## src/rtl/xpre_pkg.sv

```systemverilog
package xpre_pkg;
  localparam int unsigned XPRE_STEP      = 4000;
  localparam int unsigned XPRE_BASE_LOG2 = 15;

  // crystal cycles per second for each select code
  function automatic logic [31:0] xpre_modulus(input logic [1:0] sel);
    logic [31:0] m;
    case (sel)
      2'd0:    m = 32'd1 << XPRE_BASE_LOG2;
      2'd1:    m = 32'd1 << (XPRE_BASE_LOG2 + 5);
      2'd2:    m = 32'd1 << (XPRE_BASE_LOG2 + 6);
      default: m = 32'd1 << (XPRE_BASE_LOG2 + 7);
    endcase
    return m;
  endfunction
endpackage

```

## src/rtl/xpre_phase_acc.sv

```systemverilog
module xpre_phase_acc #(
  parameter int unsigned ACC_W = 23,
  parameter int unsigned STEP  = 4000
) (
  input  logic             clk_i,
  input  logic             rst_ni,
  input  logic             clr_i,
  input  logic             en_i,
  input  logic [ACC_W-1:0] modulus_i,
  output logic             wrap_o
);
  logic [ACC_W-1:0] acc_q;
  logic [ACC_W-1:0] sum;

  assign sum    = acc_q + ACC_W'(STEP);
  assign wrap_o = en_i && !clr_i && (sum >= modulus_i);

  always_ff @(posedge clk_i or negedge rst_ni) begin
    if (!rst_ni)      acc_q <= '0;
    else if (clr_i)   acc_q <= '0;
    else if (en_i)    acc_q <= wrap_o ? (sum - modulus_i) : sum;
  end
endmodule

```

## src/rtl/xpre_mod_counter.sv

```systemverilog
module xpre_mod_counter #(
  parameter int unsigned MOD = 40
) (
  input  logic clk_i,
  input  logic rst_ni,
  input  logic clr_i,
  input  logic en_i,
  output logic last_o
);
  localparam int unsigned CW = (MOD > 1) ? $clog2(MOD) : 1;
  logic [CW-1:0] cnt_q;

  assign last_o = en_i && !clr_i && (cnt_q == CW'(MOD - 1));

  always_ff @(posedge clk_i or negedge rst_ni) begin
    if (!rst_ni)      cnt_q <= '0;
    else if (clr_i)   cnt_q <= '0;
    else if (en_i)    cnt_q <= last_o ? '0 : cnt_q + 1'b1;
  end
endmodule

```

## src/rtl/xtal_prescaler.sv

```systemverilog
module xtal_prescaler #(
  parameter int unsigned ACC_W   = 23,
  parameter int unsigned MID_DIV = 40,
  parameter int unsigned LOW_DIV = 10
) (
  input  logic       clk_i,
  input  logic       rst_ni,
  input  logic       xtal_en_i,
  input  logic [1:0] freq_sel_i,
  input  logic       run_i,
  input  logic       test_i,
  output logic       tick_4k_o,
  output logic       tick_100_o,
  output logic       tick_10_o
);
  import xpre_pkg::*;

  logic [1:0]       sel_q;
  logic             sel_chg;
  logic [ACC_W-1:0] modulus;
  logic             wrap_4k;
  logic             last_mid;
  logic             deliver;
  logic             last_low;

  assign sel_chg = (freq_sel_i != sel_q);
  assign modulus = ACC_W'(xpre_modulus(freq_sel_i));

  always_ff @(posedge clk_i or negedge rst_ni) begin
    if (!rst_ni) sel_q <= '0;
    else         sel_q <= freq_sel_i;
  end

  xpre_phase_acc #(.ACC_W(ACC_W), .STEP(XPRE_STEP)) u_acc (
    .clk_i     (clk_i),
    .rst_ni    (rst_ni),
    .clr_i     (sel_chg),
    .en_i      (xtal_en_i),
    .modulus_i (modulus),
    .wrap_o    (wrap_4k)
  );

  xpre_mod_counter #(.MOD(MID_DIV)) u_mid (
    .clk_i  (clk_i),
    .rst_ni (rst_ni),
    .clr_i  (sel_chg),
    .en_i   (wrap_4k),
    .last_o (last_mid)
  );

  // test mode bypasses both dividers
  assign deliver = run_i && (test_i ? xtal_en_i : last_mid);

  xpre_mod_counter #(.MOD(LOW_DIV)) u_low (
    .clk_i  (clk_i),
    .rst_ni (rst_ni),
    .clr_i  (1'b0),
    .en_i   (deliver),
    .last_o (last_low)
  );

  always_ff @(posedge clk_i or negedge rst_ni) begin
    if (!rst_ni) begin
      tick_4k_o  <= 1'b0;
      tick_100_o <= 1'b0;
      tick_10_o  <= 1'b0;
    end else begin
      tick_4k_o  <= wrap_4k;
      tick_100_o <= deliver;
      tick_10_o  <= last_low;
    end
  end
endmodule

```

## config.mk

```make
export PLATFORM = sky130hd
export DESIGN_NAME = xtal_prescaler
export DESIGN_NICKNAME = d
export VERILOG_FILES = /design/src/rtl/xpre_pkg.sv /design/src/rtl/xpre_phase_acc.sv /design/src/rtl/xpre_mod_counter.sv /design/src/rtl/xtal_prescaler.sv
export SDC_FILE = /design/constraint.sdc
export NUM_CORES = 1
export LEC_CHECK = 0
export ABC_AREA = 1
export BUFFER_PORTS_ARGS = -buffer_cell sky130_fd_sc_hd__buf_2
export CORE_UTILIZATION = 34
export DETAILED_ROUTE_END_ITERATION = 10
export PLACE_DENSITY = 0.57
export SLEW_MARGIN = 15
export SYNTH_ARGS = -nofsm -noshare
export SYNTH_HDL_FRONTEND = slang
export SYNTH_SLANG_ARGS = --single-unit
```

## constraint.sdc

```tcl
create_clock -name clk_i -period 7.2 [get_ports clk_i]
set_input_delay 0 -clock clk_i [delete_from_list [all_inputs] [get_ports clk_i]]
set_output_delay 0 -clock clk_i [all_outputs]
set_load 0.02 [all_outputs]
```

# --- Word level (Yosys, flattened, before mapping) ---
# Index checks and enable logic that the tools add are counted.
word_totals:
  ff_bits: 38
  out_inout_bits: 3
  word_cells: 36
op_classes:
  add_sub_neg: 4
  magnitude_cmp: 1
  eq_ne: 5
  mux: 9
  n_reduce_logical: 10
op_table:
  columns: ["operator", "count"]
  rows:
  - ["$mux 23", 3]
  - ["$pmux 23 s3", 1]
  - ["$add 23x12->23 const B", 1]
  - ["$ge 23x23->1", 1]
  - ["$sub 23x23->23", 1]
  - ["$mux 6", 3]
  - ["$add 6x1->6 const B", 1]
  - ["$eq 6x6->1 const B", 1]
  - ["$logic_and 1x1->1", 6]
  - ["$add 4x1->4 const B", 1]
  - ["$eq 4x4->1 const B", 1]
  - ["$mux 4", 1]
  - ["$reduce_bool 2->1", 2]
  - ["$eq 2x1->1 const B", 1]
  - ["$eq 2x2->1 const B", 1]
  - ["$logic_not 2->1", 1]
  - ["$ne 2x2->1", 1]
  - ["$logic_not 1->1", 1]
  - ["$mux 1", 1]

# --- Depth between registers and ports, before layout ---
# Gate-level depths: netlist of run 1.
depth:
  ltp_word: 10
  ltp_mapped: 19

# --- Modules after synthesis ---
# Synthesis of run 1 repeated with hierarchy kept, for this count alone.
hier_totals:
  cells_unflattened: 689
  hier_area_um2: 4141.5
by_module_without_submodules:
  columns: ["mod", "n_inst", "cells_per_inst", "area_each_um2", "seq_area_each_um2"]
  rows:
  - ["xpre_phase_acc", 1, 589, 3349.5, 575.6]
  - ["xpre_mod_counter at u_mid", 1, 47, 355.3, 150.1]
  - ["xpre_mod_counter at u_low", 1, 30, 237.7, 100.1]
  - ["xtal_prescaler", 1, 23, 198.9, 125.1]

# --- Worst setup path after synthesis of run 1 ---
# No wires, ideal clock.
synth_path:
  path_kind: "reg-to-reg"
  startpoint: "register u_acc.acc_q[5]"
  endpoint: "register u_mid.cnt_q[2]"
  t_arrival_ns: 2.320
  required_ns: 7.070
  path_slack_ns: 4.750
  path_stages_with_launch: 17
  n_path_buf: 0
  synth_period_minus_slack_ns: 2.450
  path_cell_list: "dfrtp_1 > ha_1 > nor2_1 > nand2_1 > nand3_1 > xor2_1 > ha_1 > ha_1 > nand3_1 > nor2_1 > nor2_1 > nor2_1 > nand2_2 > nand2_4 > nand2_4 > o211ai_1 > o21ai_0"
synth_via:
  elab_chain_len: 8
synth_lines:
  columns: ["element", "line", "text"]
  rows:
  - ["start: declaration", "xpre_phase_acc.sv:12", "logic [ACC_W-1:0] acc_q;"]
  - ["start signal: assignment", "xpre_phase_acc.sv:21", "else if (en_i) acc_q <= wrap_o ? (sum - modulus_i) : sum;"]
  - ["$add 23x12->23 *", "xpre_phase_acc.sv:15", "assign sum = acc_q + ACC_W'(STEP);"]
  - ["$ge 23x23->1 *", "xpre_phase_acc.sv:16", "assign wrap_o = en_i && !clr_i && (sum >= modulus_i);"]
  - ["$logic_and 1x1->1 *", "xpre_phase_acc.sv:16", null]
  - ["$logic_and 1x1->1 (2 in a row)", "xpre_mod_counter.sv:13", "assign last_o = en_i && !clr_i && (cnt_q == CW'(MOD - 1));"]
  - ["$mux 6 (2 in a row)", "xpre_mod_counter.sv:18", "else if (en_i) cnt_q <= last_o ? '0 : cnt_q + 1'b1;"]
  - ["$mux 6", "xpre_mod_counter.sv:17", "else if (clr_i) cnt_q <= '0;"]
  - ["end signal: assignment", "xpre_mod_counter.sv:18", null]
  - ["end: declaration", "xpre_mod_counter.sv:11", "logic [CW-1:0] cnt_q;"]
# Every way passes the cells marked *; elsewhere a longest branch is shown, timed or not. The select of a mux whose other input is x is not followed.
# A chain may end at the register's enable or synchronous reset.

# --- Worst setup path in the final report of run 1 ---
layout_path:
  startpoint: "register u_acc.acc_q[5]"
  endpoint: "register u_low.cnt_q[3]"
layout_via:
  elab_chain_len: 9
layout_lines:
  columns: ["element", "line", "text"]
  rows:
  - ["$add 23x12->23 *", "xpre_phase_acc.sv:15", null]
  - ["$ge 23x23->1 *", "xpre_phase_acc.sv:16", null]
  - ["$logic_and 1x1->1 *", "xpre_phase_acc.sv:16", null]
  - ["$logic_and 1x1->1 * (2 in a row)", "xpre_mod_counter.sv:13", null]
  - ["$mux 1 *", "xtal_prescaler.sv:52", "assign deliver = run_i && (test_i ? xtal_en_i : last_mid);"]
  - ["$logic_and 1x1->1 *", "xtal_prescaler.sv:52", null]
  - ["$logic_and 1x1->1", "xpre_mod_counter.sv:13", null]
  - ["$mux 4", "xpre_mod_counter.sv:18", null]
  - ["end signal: assignment", "xpre_mod_counter.sv:18", null]
  - ["end: declaration", "xpre_mod_counter.sv:11", null]
# Every way passes the cells marked *; elsewhere a longest branch is shown, timed or not.

==> results of run 1 <==
==> synth_stat cells, types with 3 or more instances <==
library cell	n	share of area
xnor2_1	4	0.015
nand3b_1	3	0.0097
a21oi_1	8	0.017
nand2_4	4	0.019
nand4_1	7	0.019
nand3_1	29	0.063
nor2_1	27	0.044
inv_1	42	0.068
nand2_2	8	0.022
dfrtp_1	33	0.36
ha_1	9	0.049
o22ai_1	9	0.024
xor2_1	10	0.038
nand2_1	94	0.15
o21ai_0	11	0.024
o211ai_1	4	0.013
==> stage by stage <==
step           cell area (sq um)  cells  utilization  power (mW)
3_3_place_gp                2440    407        0.377       0.354
6_report                    2590    418        0.401       0.541
4_1_cts                     2590    418        0.401       0.546
2_1_floorplan               2310    323            -       0.326
3_5_place_dp                2440    407        0.377       0.356
5_1_grt                     2590    418        0.401       0.580
==> final cells by class <==
| type | instances | area [sq um] | share of cell area |
|---|---|---|---|
| clock buffers | 6 | 82.6 | 0.0319 |
| inverters | 47 | 179 | 0.0691 |
| multi-input cells | 240 | 1280 | 0.496 |
| clock inverters | 2 | 37.5 | 0.0145 |
| well taps | 77 | 96.3 | 0.0372 |
| flip-flops and latches | 33 | 826 | 0.319 |
| repair buffers | 13 | 82.6 | 0.0319 |
==> power by group <==
| part | total [mW] | internal, mW | switching, mW |
|---|---|---|---|
| registers | 0.221 | 0.202 | 0.0186 |
| clock network | 0.187 | 0.113 | 0.0747 |
| logic | 0.133 | 0.0484 | 0.0842 |
| total | 0.541 | 0.363 | 0.177 |
==> logic make-up (layout without fill, tap and decap cells) <==
| logic type | count (synthesis) | after routing | synth area share |
|---|---|---|---|
| XOR/XNOR | 14 | 14 | 0.0530 |
| AND/OR/NAND/NOR | 181 | 181 | 0.363 |
| adder cells (fa/ha/maj) | 9 | 9 | 0.0487 |
| buffers and inverters | 50 | 68 | 0.0877 |
| flip-flops | 33 | 33 | 0.357 |
| AO/OA/AOI/OAI | 36 | 36 | 0.0904 |
==> flip-flops by register name (all words and copies together) (netlist names) <==
signal and cells:
tick_4k_o 1, u_low.cnt_q 4, u_acc.acc_q 18, tick_10_o 1
tick_100_o 1, u_mid.cnt_q 6, sel_q 2
==> final timing paths <==
path / startpoint / to / depth (start not counted)
min in group asynchronous: rst_ni / u_acc.acc_q[18] / 2
max reg2reg: u_acc.acc_q[5] / u_low.cnt_q[3] / 19
max: u_acc.acc_q[5] / u_low.cnt_q[3] / 19
min: xtal_en_i / u_acc.acc_q[19] / 3
max in group asynchronous: rst_ni / u_low.cnt_q[0] / 2
min reg2reg: u_acc.acc_q[22] / u_acc.acc_q[22] / 2
==> critical path: cells and delay by family, from the launching register on <==
| family | cells | cell delay, ps |
|---|---|---|
| AOI/OAI and AO/OA | 1 | 190 |
| xor gates and xnor gates | 1 | 140 |
| adders and majority gates | 2 | 580 |
| buffers and inverters | 3 | 240 |
| DFF | 1 | 400 |
| and+or+nand+nor | 12 | 1260 |
==> routing by layer <==
| metal | vias up | wire, um | track usage |
|---|---|---|---|
| met5 | - | 0 | 0 |
| met4 | 0 | 113 | 0.0586 |
| met2 | 45 | 2420 | 0.278 |
| met1 | 974 | 2640 | 0.220 |
| met3 | 11 | 157 | 0.0295 |
| li1 | 1081 | - | - |
==> reports/results.ini, run 1 <==
[critical_path]
crit_chain = ha_1 -> inv_1 -> nand2_1 -> nand3_1 -> a21oi_1 -> xnor2_1 -> inv_1 -> ha_1 -> nand2_1 -> inv_1 -> nand2_1 -> nor2_1 -> nand2_1 -> nand2_2 -> nand3_2 -> nand2_4 -> nand2_4 -> nand2_1 -> nand2_1
critical-path-max-stage-delay_ps = 400
critical_path.most_common_cell = nand2_1
worstPathMaxFanout = 12
timing.critical_path.from_type = flop
rrSetupSlack_ps = 4250
cp-end-kind = flop
worst-endpoint-arrival_ps = 3120
worst_path_max_delay_cell = dfrtp_1
worst_ep_required_time_ps = 7370
crit_type = flop to flop

[cts]
number_of_buffers_inserted_for_hold_repair_after_clock_tree_synthesis = 3
ctsRootBufferMaster = clkbuf_8
cts-root-to-sink-buffers = 2
cts_made_buffers = 5
numClockSinks = 33
clk_transition_reported_paths_ps = 80
cts_tree = built
post_cts_resized = 0
cts_h_tree_lvls = 2
cts_setup_buffers = 0
clock_latency_of_the_later_clocked_register_in_the_worst_skew_pair_ps = 290

[pwr]
vdd_drop_max_v = 0.000107
power_leakage_nw = 1.36
p_per_area_nw_per_um2 = 209

[drt]
violation_count_after_the_first_detailed_route_iteration = 158
post-route-drc-count = 0
route.detailed.wl_per_inst_um = 12.8
vias_per_cell = 5.05
antenna_violating_nets_post_route = 0
totalWireLength_um = 5330
drt_pass1_iterations = 4
num_vias = 2111

[finish]
ratio_of_cells_with_drive_above_1_in_the_final_layout = 0.117
most-common-layout-cells = 94 x nand2_1, 42 x inv_1, 33 x dfrtp_1
finalNetCount = 356
count_of_antenna_diodes_in_the_layout = 0
layout.filler_cells = 681
flow.area_growth_from_synthesis_pct = 11.9
layout_commonest_cell = nand2_1

[floorplanning]
floorplan.io_pins = 10
die_height_um = 84.5
core_area_sq_um = 6460
core.rowCount = 29
die-width_um = 84.5
die-area_sq_um = 7130
initial_core_util = 0.358

[sta]
final_period_minus_worst_setup_slack_ps = 2950
totalNegativeSetupSlack_ps = 0
fin_skew_ps = 6.46
final_hold_viol_count = 0
rsz0062_at_grt = false
finalMaxSlewViolations = 0
final-setup-viol-count = 0
tightestPinTransition_ps = 763
finalHoldWorstSlack_ps = 8.98
headroom_to_the_max_slew_limit = 0.491
timing.final.ws_setup_ps = 4250
timing.fmax_mhz = 339
post-route-period-util = 0.409

[yosys]
syn_inst = 323
synth_seq_cells = 33
synthArstFlopShare = 1.00
ys_warn_count = 0
synth_enable_flop_cells = 0
fraction_of_the_yosys_area_taken_by_sequential_cells = 0.357
synthesis.area_per_instance_sq_um = 7.16
synthFlopType = dfrtp_1
synth_nets = 339
synth_cell_type_count = 33
post_synth_instance_area_sq_um = 2310

[place]
buffer_ports.inserted = 9
place_ws_ps = 4290
gp_routability_congestion = 0.836
dp_hpwl_um = 4000

[min_path]
hold_path_class = primary input to flop

[global_routing]
track_usage = 0.167
overflow = 0
grt_first_pass_wirelength_um = 9470
grt_start_max_net_pins = 34
antenna_found_initial = 0
grt_pass1_vias = 2042

[run_status]
status = completed

[run]
timing.max_cap.violations = 0

No activity file was read; power rests on OpenSTA's default activity.
==> inputs of run 2 (changes only) <==
==> constraint.sdc (replaced) <==
create_clock -name clk_i -period 2.8 [get_ports clk_i]
set_input_delay 0 -clock clk_i [delete_from_list [all_inputs] [get_ports clk_i]]
set_output_delay 0 -clock clk_i [all_outputs]
set_load 0.02 [all_outputs]
==> run 2 against run 1 <==
Against the previous run: utilization up 3.8 points; worst hold slack better by 85 ps; setup slack worse by 4100 ps; register-to-register slack worse by 4100 ps; fmax up 12%; via count up 2.2%; non-clock buffer count up 20; design area up 9.4%; critical path type unchanged.
==> reports/results.ini, run 2 (synthesized netlist as in run 1, its figures left out) <==
[cts]
numClockSinks = 33
cts_h_tree_lvls = 2
cts_tree = built
cts_made_buffers = 5
cts-root-to-sink-buffers = 2
clock_latency_of_the_later_clocked_register_in_the_worst_skew_pair_ps = 290
clk_transition_reported_paths_ps = 70
ctsRootBufferMaster = clkbuf_8

[critical_path]
reg_to_reg_endpoint = u_acc.acc_q[16]
critical_path.top_delay_family = simple AND/OR/NAND/NOR gates
worst_ep_required_time_ps = 2990
worst-endpoint-arrival_ps = 2840
rrSetupSlack_ps = 160
timing.critical_path.from_type = flop
crit_type = flop to flop
cp-end-kind = flop
critical_path.most_common_cell = nand2_1
crit_chain = buf_6 -> nand2_4 -> nand2_1 -> inv_1 -> nand2_2 -> nand2_4 -> nor2_1 -> xor2_1 -> ha_1 -> nand3_1 -> nand2_1 -> nand2_1 -> nand2_1 -> nor2_2 -> nand2_4 -> buf_4 -> a21oi_1 -> o21ai_0 -> o21ai_0
r2r_start = u_acc.acc_q[6]
worst-path-stages = 19
crit_start = u_acc.acc_q[6]
setup.worst_path.end = u_acc.acc_q[16]
reg2reg_depth = 19
critical_path_buf_inv_count = 3
worst_path_max_delay_cell = dfrtp_1
worstPathMaxFanout = 6
critical-path-max-stage-delay_ps = 430

[place]
dp_hpwl_um = 4050
buffer_ports.inserted = 9
place_ws_ps = 77.5
dp_cells = 416
gp_routability_congestion = 0.910

[pwr]
power_mw = 1.41
power_leakage_nw = 1.47
vdd_drop_max_v = 0.000251
p_per_area_nw_per_um2 = 500

[sta]
final_period_minus_worst_setup_slack_ps = 2640
headroom_to_the_max_slew_limit = 0.507
timing.fmax_mhz = 378
finalMaxSlewViolations = 0
totalNegativeSetupSlack_ps = 0
post-route-period-util = 0.944
tightestPinTransition_ps = 733
fin_skew_ps = 8.33
final_hold_viol_count = 0
timing.final.ws_setup_ps = 156
final-setup-viol-count = 0

[floorplanning]
initial_core_util = 0.358
core.rowCount = 29
die-area_sq_um = 7130
die_height_um = 84.5
core_area_sq_um = 6460
die-width_um = 84.5
floorplan.io_pins = 10

[run_status]
status = completed

[global_routing]
overflow = 0
grt_pass1_vias = 2138
grt_start_max_net_pins = 34
grt_first_pass_wirelength_um = 9600
antenna_found_initial = 0
track_usage = 0.171

[finish]
finalCoreUtilization = 0.438
reg_top3 = u_acc.acc_q: 18 flops, u_mid.cnt_q: 6 flops, u_low.cnt_q: 4 flops
ratio_of_cells_with_drive_above_1_in_the_final_layout = 0.219
largest_register_ffs = 18
finalNetCount = 376
most-common-layout-cells = 89 x nand2_1, 38 x inv_1, 30 x dfrtp_1
final-instance-count-excl-fill = 437
layout_commonest_cell = nand2_1
flow.area_growth_from_synthesis_pct = 22.4
largest-register = u_acc.acc_q
count_of_antenna_diodes_in_the_layout = 0

[drt]
vias_per_cell = 4.94
drt_pass1_iterations = 4
violation_count_after_the_first_detailed_route_iteration = 158
post-route-drc-count = 0
antenna_violating_nets_post_route = 0
num_vias = 2158
route.detailed.wl_per_inst_um = 12.6
totalWireLength_um = 5520

[min_path]
worstHoldStart = test_i
hold_path_class = primary input to flop

[run]
timing.max_cap.violations = 0

-- run 2: cell count changes in the layout (fill, tap and decap cells not counted), sizes merged --
cell	previous run	this run
buf	10	29
dlygate4sd3	3	4
clkinvlp	1	0
clkinv	2	3
clkbuf	6	5
-- run 2: layout make-up --
cell class                      instances  area (sq um)
Clock buffer                            5          68.8
Clock inverter                          2          35.0
Fill cell                             668          3630
Inverter                               47           179
Multi-Input combinational cell        240          1380
Sequential cell                        33           830
Tap cell                               77          96.3
Timing Repair Buffer                   33           243
-- run 2: how the worst min path moves through the flow --
| stage | endpoint | cells past startpoint |
|---|---|---|
| floorplan | sel_q[0] | 0 |
| global placement | u_acc.acc_q[8] | 1 |
| detailed placement | tick_100_o | 1 |
| CTS | tick_100_o | 5 |
| global route | tick_100_o | 5 |
| finish | tick_100_o | 5 |
-- run 2: report_power, final --
group	switching (mW)	internal, mW
combinational	0.242	0.171
sequential	0.0464	0.521
clock	0.176	0.259
total	0.464	0.951
-- run 2: repair_timing --
item,4_1_cts,5_1_grt
hold buffers,4,0
setup endpoints to repair,0,21
resized for setup,0,29
setup buffers,0,10
endpoints found under the hold margin,36,0
-- run 2: worst min-delay path, stage by stage --
cell and delay (ps):
buf_2 80, inv_1 50, nand2_4 90, nand2_4 70
inv_1 50
-- run 2: through the flow --
step / hold slack (ps) / instance area [sq um]
3_3_place_gp: 132 / 2500
5_1_grt: 126 / 2830
3_5_place_dp: 124 / 2500
2_1_floorplan: -296 / 2310
4_1_cts: 92.3 / 2650
6_report: 93.9 / 2830
-- run 2: per-layer routing --
metal / vias to the layer above / global-route usage / part of all wire
met3: 6 / 0.0482 / 0.030
met1: 1000 / 0.219 / 0.47
met2: 33 / 0.287 / 0.49
li1: 1119 / - / -
met4: 0 / 0.0447 / 0.010
met5: - / 0 / 0
==> inputs of run 3 (changes only) <==
--- a/config.mk
+++ b/config.mk
@@ -5,7 +5,6 @@
 export SDC_FILE = /design/constraint.sdc
 export NUM_CORES = 1
 export LEC_CHECK = 0
-export ABC_AREA = 1
 export BUFFER_PORTS_ARGS = -buffer_cell sky130_fd_sc_hd__buf_2
 export CORE_UTILIZATION = 34
 export DETAILED_ROUTE_END_ITERATION = 10
==> run 3 against run 2 <==
Against the previous run: the flow now finishes with violations (negative setup slack); utilization grew 5.3 points; synthesized area is 11% higher; sequential cell count unchanged; worst hold slack worse by 46 ps; combinational power up 65%; sequential share of layout area shrank 6.1 points; power up 15%; fmax down 21%; critical path depth is 7 lower; sequential power grew 1%; clock skew is 3.4 ps higher; count of clock-buffer cells in the layout stayed put; highest routed layer unchanged.
==> reports/results.ini, run 3 <==
[yosys]
synth_seq_cells = 33
synthFlopType = dfrtp_1
syn_inst = 285
synth_nets = 301
synth_most_common_cell = dfrtp_1
ys_warn_count = 0
synth_cell_type_count = 74
synth_top_cell_by_area = dfrtp_1
post-synth-top-area-fraction = 0.323
synthesis.area_per_instance_sq_um = 8.97
post_synth_instance_area_sq_um = 2560
fraction_of_the_yosys_area_taken_by_sequential_cells = 0.323
synthArstFlopShare = 1.00
synth_enable_flop_cells = 0
post_synth_main_area_contributors = dfrtp_1 32%, nor2_1 4.6%, ha_1 4.4%
list_of_most_frequent_post_synthesis_cells = 33 x dfrtp_1, 31 x nor2_1, 24 x nand2_1

[global_routing]
overflow = 0
track_usage = 0.202
grt_pass1_vias = 2437
grt_start_max_net_pins = 34
grt_first_pass_wirelength_um = 12000
antenna_found_initial = 0

[sta]
headroom_to_the_max_slew_limit = 0.456
finalHoldWorstSlack_ps = 47.9
fin_skew_ps = 11.7
final-setup-viol-count = 21
finalMaxSlewViolations = 0
timing.fmax_mhz = 300
tightestPinTransition_ps = 817
timing.final.ws_setup_ps = -531
final_period_minus_worst_setup_slack_ps = 3330
final_hold_viol_count = 0
post-route-period-util = 1.19
totalNegativeSetupSlack_ps = -9490
rsz0062_at_grt = true

[floorplanning]
core.rowCount = 31
die-width_um = 88.7
floorplan.io_pins = 10
initial_core_util = 0.352
die-area_sq_um = 7870
core_area_sq_um = 7250
die_height_um = 88.7

[finish]
layout_commonest_cell = buf_4
most-common-layout-cells = 64 x buf_4, 31 x nor2_1, 31 x dfrtp_1
largest-register = u_acc.acc_q
flow.area_growth_from_synthesis_pct = 39.4
reg_top3 = u_acc.acc_q: 18 flops, u_mid.cnt_q: 6 flops, u_low.cnt_q: 4 flops
finalNetCount = 382
count_of_antenna_diodes_in_the_layout = 0
layout.filler_cells = 696
largest_register_ffs = 18
ratio_of_cells_with_drive_above_1_in_the_final_layout = 0.381
seqCellArea_sq_um = 828
multiInputGateArea_sq_um = 1830

[drt]
totalWireLength_um = 7260
num_vias = 2516
antenna_violating_nets_post_route = 0
vias_per_cell = 5.40
violation_count_after_the_first_detailed_route_iteration = 156
route.detailed.wl_per_inst_um = 15.6
post-route-drc-count = 0
drt_pass1_iterations = 4

[critical_path]
reg_to_reg_endpoint = u_low.cnt_q[2]
timing.critical_path.from_type = flop
rrSetupSlack_ps = -530
critical_path_buf_inv_count = 0
critical-path-max-stage-delay_ps = 430
worst-endpoint-arrival_ps = 3510
worstPathMaxFanout = 5
cp-end-kind = flop
worst_path_max_delay_cell = dfrtp_2
worst_ep_required_time_ps = 2980
reg2reg_depth = 12
crit_type = flop to flop
critical_path.top_delay_family = compound AO/OA/AOI/OAI gates
r2r_start = u_acc.acc_q[9]
crit_chain = nor3_4 -> nand2_2 -> and2_1 -> xor2_1 -> ha_1 -> and3_4 -> nand4_1 -> a21o_1 -> a2111o_1 -> a211oi_4 -> o2111ai_1 -> mux2_1

[cts]
cts_tree = built
clock_latency_of_the_later_clocked_register_in_the_worst_skew_pair_ps = 300
cts_h_tree_lvls = 2
ctsRootBufferMaster = clkbuf_8
clk_transition_reported_paths_ps = 80
cts-root-to-sink-buffers = 2
numClockSinks = 33
cts_made_buffers = 5

[run]
timing.max_cap.violations = 0

[run_status]
violations = negative setup slack
status = finished with violations

[pwr]
power_leakage_nw = 1.55
vdd_drop_max_v = 0.000356
power_mw = 1.63
p_per_area_nw_per_um2 = 459

[min_path]
whs_endpoint = u_low.cnt_q[3]
hold_path_class = primary input to flop
worstHoldStart = test_i
min_path_cells = 3

[place]
gp_routability_congestion = 0.861
buffer_ports.inserted = 9
dp_hpwl_um = 5240
place_ws_ps = -550

-- run 3: area by class of cell --
class | count | share of cell area
clock buffers | 5 | 0.0193
clock inverters | 3 | 0.00492
inverters | 5 | 0.00527
flip-flops and latches | 33 | 0.232
well taps | 99 | 0.0348
multi-input cells | 234 | 0.513
repair buffers | 87 | 0.191
-- run 3: worst max path at each step --
stage,start,end,depth (start not counted)
final,u_acc.acc_q[9],u_low.cnt_q[2],12
after global routing,u_acc.acc_q[5],u_low.cnt_q[2],13
after CTS,u_acc.acc_q[5],u_low.cnt_q[2],13
after detailed placement,u_acc.acc_q[5],u_acc.acc_q[17],15
after global placement,u_acc.acc_q[6],u_acc.acc_q[17],15
after floorplan,u_acc.acc_q[7],u_low.cnt_q[2],16
-- run 3: metal layers --
metal	wire, um	part of all wire	vias to the layer above	GRT usage
met5	0	0	-	0
met4	166	0.023	0	0.0836
met3	316	0.044	13	0.0345
met2	3410	0.47	50	0.318
met1	3370	0.46	1231	0.273
li1	-	-	1222	-
-- run 3: kinds of logic after synthesis --
| family | count (synthesis) | synth area share |
|---|---|---|
| buffers and inverters | 18 | 0.0372 |
| muxes | 10 | 0.0416 |
| DFF | 33 | 0.323 |
| and+or+nand+nor | 120 | 0.256 |
| AOI/OAI and AO/OA | 76 | 0.233 |
| xor gates and xnor gates | 19 | 0.0651 |
| adders and majority gates | 9 | 0.0441 |
-- run 3: report_power, final --
group	internal (mW)	switching, mW
Clock	0.172	0.208
Sequential	0.519	0.0547
Combinational	0.340	0.340
Total	1.03	0.603
-- run 3: tightest hold or removal path, stage by stage --
cell,delay [ps]
buf_2,120
or3b_2,120
o211ai_1,70
-- run 3: per-stage QoR --
stage	instances	util	cell area, sq um
final	466	0.491	3560
after CTS	462	0.476	3450
after global placement	446	0.441	3200
after global routing	466	0.491	3560
after floorplan	285	-	2620
after detailed placement	446	0.441	3200
-- run 3: repair_timing --
item / in CTS / in global routing
buffers inserted: 5 / 5
setup endpoints to repair: 21 / 21
gates resized for setup: 24 / 18
hold buffers: 3 / 0
hold endpoints to repair: 35 / 0
pin swaps: 9 / 12
